## config.mk

```make
export PLATFORM = sky130hd
export DESIGN_NAME = lvsup_top
export DESIGN_NICKNAME = d
export VERILOG_FILES = /design/src/rtl/lvsup_pkg.sv /design/src/rtl/lvsup_debounce.sv /design/src/rtl/lvsup_therm_timer.sv /design/src/rtl/lvsup_guard.sv /design/src/rtl/lvsup_top.sv
export SDC_FILE = /design/constraint.sdc
export NUM_CORES = 1
export LEC_CHECK = 0
export BUFFER_PORTS_ARGS = -buffer_cell sky130_fd_sc_hd__buf_2
export CORE_UTILIZATION = 45
export CTS_BUF_LIST = sky130_fd_sc_hd__clkbuf_8
export DETAILED_ROUTE_END_ITERATION = 10
export PLACE_DENSITY = 0.76
export REMOVE_ABC_BUFFERS = 1
export SLEW_MARGIN = 10
export SYNTH_ARGS = -nofsm -noshare
export SYNTH_HDL_FRONTEND = slang
export SYNTH_SLANG_ARGS = --single-unit
export TNS_END_PERCENT = 1
```

## constraint.sdc

```tcl
create_clock -name clk -period 2.4 [get_ports clk]
set_input_delay 0.12 -clock clk [delete_from_list [all_inputs] [get_ports clk]]
set_output_delay 0.12 -clock clk [all_outputs]
set_load 0.01 [all_outputs]
```

## src/rtl/lvsup_pkg.sv

```systemverilog
package lvsup_pkg;

   typedef enum logic {
      RAIL_GOOD = 1'b0,
      RAIL_LOW  = 1'b1
   } rail_state_e;

   typedef struct packed {
      logic hold_en;
      logic alert_en;
   } lvsup_ctrl_t;

   function automatic int unsigned deb_cnt_width(input int unsigned strobes);
      return (strobes < 3) ? 1 : $clog2(strobes);
   endfunction

endpackage

```

## src/rtl/lvsup_debounce.sv

```systemverilog
module lvsup_debounce
   import lvsup_pkg::*;
#(
   parameter int unsigned DEB_STROBES = 2
) (
   input  logic        clk,
   input  logic        rst_n,
   input  logic        sample_stb,
   input  logic        raw_low,
   output rail_state_e filt_state
);
   localparam int unsigned CW = deb_cnt_width(DEB_STROBES);

   generate
      if (DEB_STROBES < 1) begin : g_bad
         $error("lvsup_debounce: DEB_STROBES must be at least 1");
      end else if (DEB_STROBES == 1) begin : g_direct
         always_ff @(posedge clk or negedge rst_n) begin
            if (!rst_n) begin
               filt_state <= RAIL_GOOD;
            end else if (sample_stb) begin
               filt_state <= rail_state_e'(raw_low);
            end
         end
      end else begin : g_count
         logic [CW-1:0] agree_cnt;
         always_ff @(posedge clk or negedge rst_n) begin
            if (!rst_n) begin
               filt_state <= RAIL_GOOD;
               agree_cnt  <= '0;
            end else if (sample_stb) begin
               if (raw_low != logic'(filt_state)) begin
                  if (agree_cnt == CW'(DEB_STROBES - 1)) begin
                     filt_state <= rail_state_e'(raw_low);
                     agree_cnt  <= '0;
                  end else begin
                     agree_cnt <= agree_cnt + 1'b1;
                  end
               end else begin
                  agree_cnt <= '0;
               end
            end
         end
      end
   endgenerate
endmodule

```

## src/rtl/lvsup_therm_timer.sv

```systemverilog
module lvsup_therm_timer #(
   parameter int unsigned TMR_W    = 16,
   parameter bit          SATURATE = 1'b1
) (
   input  logic             clk,
   input  logic             rst_n,
   input  logic             hold,
   input  logic             count_en,
   input  logic             clr,
   output logic [TMR_W-1:0] value
);
   localparam logic [TMR_W-1:0] MAX_VAL = {TMR_W{1'b1}};

   logic [TMR_W-1:0] inc_val;

   generate
      if (TMR_W < 2) begin : g_bad
         $error("lvsup_therm_timer: TMR_W must be at least 2");
      end
      if (SATURATE) begin : g_sat
         assign inc_val = (value == MAX_VAL) ? value : value + 1'b1;
      end else begin : g_wrap
         assign inc_val = value + 1'b1;
      end
   endgenerate

   always_ff @(posedge clk or negedge rst_n) begin
      if (!rst_n) begin
         value <= '0;
      end else if (!hold) begin
         if (clr) begin
            value <= '0;
         end else if (count_en) begin
            value <= inc_val;
         end
      end
   end
endmodule

```

## src/rtl/lvsup_guard.sv

```systemverilog
module lvsup_guard #(
   parameter int unsigned       TMIN_W   = 8,
   parameter logic [TMIN_W-1:0] TMIN_RST = '0
) (
   input  logic              clk,
   input  logic              rst_n,
   input  logic              inhibit,
   input  logic              tmin_wr,
   input  logic [TMIN_W-1:0] tmin_wdata,
   input  logic              sdn_req,
   output logic [TMIN_W-1:0] tmin_value,
   output logic              sdn_active
);
   logic sdn_next;

   generate
      if (TMIN_W < 1) begin : g_bad
         $error("lvsup_guard: TMIN_W must be at least 1");
      end
   endgenerate

   always_ff @(posedge clk or negedge rst_n) begin
      if (!rst_n) begin
         tmin_value <= TMIN_RST;
      end else if (tmin_wr && !inhibit) begin
         tmin_value <= tmin_wdata;
      end
   end

   // an existing shutdown is kept; only a new entry is refused
   always_comb begin
      sdn_next = sdn_req && (sdn_active || !inhibit);
   end

   always_ff @(posedge clk or negedge rst_n) begin
      if (!rst_n) begin
         sdn_active <= 1'b0;
      end else begin
         sdn_active <= sdn_next;
      end
   end
endmodule

```

## src/rtl/lvsup_top.sv

```systemverilog
module lvsup_top
   import lvsup_pkg::*;
#(
   parameter int unsigned       DEB_STROBES  = 2,
   parameter int unsigned       TMR_W        = 16,
   parameter bit                TMR_SATURATE = 1'b1,
   parameter int unsigned       TMIN_W       = 8,
   parameter logic [TMIN_W-1:0] TMIN_RST     = 8'h5A
) (
   input  logic              clk,
   input  logic              rst_n,
   input  logic              sample_stb,
   input  logic              vcore_low,
   input  logic              lv_feat_en,
   input  logic              alert_en,
   input  logic              status_rdclr,
   input  logic              therm_active,
   input  logic              therm_clr,
   input  logic              tmin_wr,
   input  logic [TMIN_W-1:0] tmin_wdata,
   input  logic              shutdown_req,
   output logic              lv_status,
   output logic              alert_req,
   output logic              lv_inhibit,
   output logic [TMR_W-1:0]  tmr_value,
   output logic [TMIN_W-1:0] tmin_value,
   output logic              shutdown_active
);
   rail_state_e filt_state;
   logic        filt_low;
   lvsup_ctrl_t ctrl;

   assign ctrl.hold_en  = lv_feat_en;
   assign ctrl.alert_en = alert_en;
   assign filt_low      = (filt_state == RAIL_LOW);

   lvsup_debounce #(
      .DEB_STROBES (DEB_STROBES)
   ) u_deb (
      .clk        (clk),
      .rst_n      (rst_n),
      .sample_stb (sample_stb),
      .raw_low    (vcore_low),
      .filt_state (filt_state)
   );

   always_ff @(posedge clk or negedge rst_n) begin
      if (!rst_n) begin
         lv_status  <= 1'b0;
         lv_inhibit <= 1'b0;
      end else begin
         lv_status  <= (lv_status && !status_rdclr) || filt_low;
         lv_inhibit <= filt_low && ctrl.hold_en;
      end
   end

   assign alert_req = lv_status && ctrl.alert_en;

   lvsup_therm_timer #(
      .TMR_W    (TMR_W),
      .SATURATE (TMR_SATURATE)
   ) u_tmr (
      .clk      (clk),
      .rst_n    (rst_n),
      .hold     (lv_inhibit),
      .count_en (therm_active),
      .clr      (therm_clr),
      .value    (tmr_value)
   );

   lvsup_guard #(
      .TMIN_W   (TMIN_W),
      .TMIN_RST (TMIN_RST)
   ) u_guard (
      .clk        (clk),
      .rst_n      (rst_n),
      .inhibit    (lv_inhibit),
      .tmin_wr    (tmin_wr),
      .tmin_wdata (tmin_wdata),
      .sdn_req    (shutdown_req),
      .tmin_value (tmin_value),
      .sdn_active (shutdown_active)
   );
endmodule

```

# Word-level counts from Yosys, hierarchy flattened
# Index checks and enable logic that the tools add are counted.
[op_classes]
reduce_logical = 12
n_mux = 5
add_sub_neg = 2
eq_ne = 3
bitwise_logic = 1
[op_table]
columns = ["operator", "count"]
rows = [
  ["$mux 16", 3],
  ["$add 16x1->16 const B", 1],
  ["$eq 16x16->1 const B", 1],
  ["$reduce_and 3->1", 2],
  ["$logic_and 1x1->1", 5],
  ["$logic_not 1->1", 2],
  ["$logic_or 1x1->1", 2],
  ["$mux 1", 2],
  ["$ne 2x2->1 const B", 1],
  ["$reduce_bool 2->1", 1],
  ["$add 1x1->1 const B", 1],
  ["$ne 1x1->1", 1],
  ["$not 1->1", 1],
]
[word_totals]
output_inout_bits = 28
ff_bits = 29

# Logic depth before layout (Yosys ltp)
[logic_depth]
word_depth = 4
ltp_mapped = 6
depth_no_buf = 5

# Modules after synthesis
# From an unflattened synthesis, not the netlist that was laid out.
[hier_totals]
cells_unflattened = 157
area_unflattened_um2 = 1649.1
[by_module_without_submodules]
columns = ["mod", "seq_area_each_um2", "cells_each", "n_inst", "area_per_inst_um2"]
rows = [
  ["lvsup_therm_timer", 400.4, 122, 1, 1098.6],
  ["lvsup_guard", 230.2, 21, 1, 379.1],
  ["lvsup_debounce", 50.0, 8, 1, 97.6],
  ["lvsup_top", 50.0, 6, 1, 73.8],
]

# Least setup slack after synthesis
# OpenSTA, ideal clock, no wires.
[synth_timing]
kind = "reg-to-reg"
startpoint = "register u_tmr.value[0]"
endpoint = "register u_tmr.value[14]"
arrival_ps = 1773
required_ps = 2266
path_stages_with_launch = 7
synth_period_minus_slack_ps = 1907
slack_ps = 493
n_path_buf = 1
path_cell_list = "dfrtp_1 -> ha_1 -> nand4_4 -> or4_4 -> buf_6 -> a41oi_1 -> a31oi_1"
[synth_via]
elab_chain_cells = 4
word_cells_on_any_way = 7
[synth_rtl]
columns = ["element", "line", "source"]
rows = [
  ["start, declared", "lvsup_therm_timer.sv:10", "output logic [TMR_W-1:0] value"],
  ["start signal, assigned", "lvsup_therm_timer.sv:34", "value <= inc_val;"],
  ["$add 16x1->16", "lvsup_therm_timer.sv:21", "assign inc_val = (value == MAX_VAL) ? value : value + 1'b1;"],
  ["$mux 16", "lvsup_therm_timer.sv:21", ""],
  ["$mux 16", "lvsup_therm_timer.sv:33", "end else if (count_en) begin"],
  ["$mux 16", "lvsup_therm_timer.sv:31", "if (clr) begin"],
]
# Parallel ways exist; a longest one is shown, timed or not. The select of a mux whose other input is x is not followed.
# A chain may end at the register's enable or synchronous reset.

# Final worst setup path
[layout_timing]
startpoint = "register u_tmr.value[0]"
endpoint = "register u_tmr.value[7]"
# The elaborated chain is that of the path after synthesis.

==> qor.yml <==
grt_pass1_vias: 1440
io_pins: 47
grt_usage: 0.235
core_area_um2: 3180
core.rowCount: 20
setup-tns-final_ns: 0
synthArstFlopShare: 1.00
ys_types: 44
ys.flop_type: "dfrtp_1"
finalSetupViolations: 0
fin_hold_ws_ns: 0.0416
netlist.top_cell.by_area: "dfrtp_1"
cp.required_ns: 2.57
setup_ws_ns: 0.381
num_antenna_cells: 0
synth_top_family_by_area: "simple AND/OR/NAND/NOR gates"
path_buf_inv: 1
final.fill_count: 269
yosys_register_bits: 29
leakage_nw: 0.937
syn_inst: 150
detailedPlacementHpwl_um: 2510
cp_top_family: "simple AND/OR/NAND/NOR gates"
maxCapViolations: 0
final_net_count: 219
via_per_inst: 5.98
endpoint_kind: "flip-flop"
initial_utilization: 0.490
maxSlewHeadroom: 0.576
regArea_um2: 731
crit_cells: 6
cts_max_path_buffers: 2
grt_max_degree: 30
irDropWorstVdd_mv: 0.482
io_buffers: 46
synth_area_leaders: "dfrtp_1 (40%), dfstp_2 (6.7%), mux2_2 (6.5%)"
grt_pass1_wl_um: 6290
clockRootBuffer: "clkbuf_8"
clock-sinks: 29
setup.worst_path.end: "u_tmr.value[7]"
critPathKind: "flip-flop to flip-flop"
cts_setup_buffers: 0
cts_inserted_buffers: 5
post-route-min-period_ns: 2.02
clk-insertion-delay-late_ns: 0.28
rrSetupSlack_ns: 0.38
synth_compound_area_frac: 0.190
worst_path_max_delay_cell: "nor4_4"
die_w_um: 60.8
vias: 1458
drt_iter0_drc: 115
synth_commonest_cells: "dfrtp_1 (25), nand2_1 (14), a31oi_1 (9), mux2_2 (9)"
r2r_cells: 6
powerDensity_nw_per_um2: 763
crit_chain: "ha_1, nand4_4, nor4_4, buf_4, nor4b_1, a211o_1"
worstPathArrival_ns: 2.19
gp_congestion: 0.882
status: "finished clean"
yosysSeqAreaShare: 0.469
synth_area_per_cell_um2: 10.4
fin_crit_sh: 0.841
synthMostInstantiatedCell: "dfrtp_1"
die_h_um: 60.8
tightest_slew_ns: 0.637
cts_tree: "built"
hold_violations: 0
critical_path.startpoint_type: "flip-flop"
dp_slack_ns: 0.429
wl_per_cell_um: 14.8
totalWireLength_um: 3620
drive_above_1_share: 0.380
rsz0062_at_grt: "no"
synth_xor_area_frac: 0.00562
synth_area_um2: 1560
multi_input_area_um2: 762
final.setup_skew_ns: 0.00795
worstSetupStartpoint: "u_tmr.value[0]"
hp-class: "input pin to flip-flop"
htreeDepth: 2
drc_errors: 0
clkTransAtPathRegs_ns: 0.07
antenna_found_initial: 0
drv_slew: 0
critical-path-max-stage-delay_ns: 0.46
die_area_um2: 3700
synth_edf_count: 0
r2r-end: "u_tmr.value[7]"
critPathMaxFanout: 9
areaGrowthSynthToFinish_pct: 25.6
synth_top_area_frac: 0.402
overflow: 0
yosysWarnings: 0
detail-route-antenna-nets: 0
synth-simple-area-share: 0.221
timing.fmax_ghz: 0.495
synth_fa_ha_area_frac: 0.00803
synthMuxAreaShare: 0.0651
first_pass_iters: 4
r2r-start: "u_tmr.value[0]"
repair_timing:
item / CTS / global route
hold buffers: 1 / 0
hold endpoints to repair: 25 / 0
gates resized for setup: 0 / 0
cells in the final DEF (no fill, tap or decap), types with 3 or more instances in the layout:
master,synthesis,layout
dfrtp_1,25,25
o31a_1,3,3
o41ai_1,3,3
mux2_2,9,9
a21o_1,3,3
nand4_1,3,3
o21ai_0,3,3
buf_4,0,3
inv_1,7,7
nor4_1,4,4
nor2b_1,3,3
nor3_1,6,6
nand3_1,7,7
buf_2,1,46
nand2_1,14,14
clkbuf_8,0,6
dfstp_2,4,4
a31oi_1,9,9
nor2_1,6,6
worst register-to-register path, stage by stage (launching register included):
cell	delay, ns
dfrtp_1	0.42
ha_1	0.31
nand4_4	0.17
nor4_4	0.46
buf_4	0.26
nor4b_1	0.07
a211o_1	0.22
layout make-up:
| cell class | count | area share |
|---|---|---|
| Multi-Input combinational cell | 106 | 0.389 |
| Sequential cell | 29 | 0.373 |
| Timing Repair Buffer | 50 | 0.134 |
| Clock buffer | 6 | 0.0422 |
| Tap cell | 44 | 0.0281 |
| Clock inverter | 2 | 0.0192 |
| Inverter | 7 | 0.0134 |
cell families after synthesis:
logic type / after synthesis
flops: 29
buf+inv: 15
fa+ha+maj: 1
mux: 9
compound gates: 38
simple gates: 57
xor+xnor: 1
power by group:
group	total [mW]	switching [mW]	leakage, nW	internal, mW
registers	0.640	0.0579	0.371	0.582
clock network	0.530	0.193	0.0574	0.337
logic	0.323	0.171	0.509	0.152
worst min path at each step:
| stage | to | start | cells after the start |
|---|---|---|---|
| 5_1_grt | lv_inhibit | lv_feat_en | 2 |
| 4_1_cts | u_guard.sdn_active | shutdown_req | 2 |
| 3_3_place_gp | u_tmr.value[4] | rst_n | 1 |
| 3_5_place_dp | u_tmr.value[4] | rst_n | 1 |
| 2_1_floorplan | lv_inhibit | rst_n | 0 |
| 6_report | u_guard.sdn_active | shutdown_req | 2 |
per-stage QoR:
stage | power (mW) | area [um^2] | cells | util
after floorplan | 0.824 | 1520 | 142 | -
after CTS | 1.50 | 1960 | 244 | 0.616
final | 1.49 | 1960 | 244 | 0.616
after global routing | 1.56 | 1960 | 244 | 0.616
after detailed placement | 0.971 | 1830 | 235 | 0.575
after global placement | 0.957 | 1830 | 235 | 0.575
routing by layer:
| metal | track usage | up-vias | part of all wire |
|---|---|---|---|
| li1 | - | 676 | - |
| met1 | 0.283 | 689 | 0.43 |
| met2 | 0.380 | 86 | 0.47 |
| met3 | 0.0661 | 7 | 0.090 |
| met4 | 0.127 | 0 | 0.014 |
| met5 | 0 | - | 0 |
sequential cells by signal, summed over array words and instances (netlist names):
name / count
u_deb.g_count.agree_cnt: 1
u_guard.tmin_value: 8
u_guard.sdn_active: 1
lv_inhibit: 1
u_deb.filt_state: 1
lv_status: 1
u_tmr.value: 16
No activity file was read; power rests on OpenSTA's default activity.
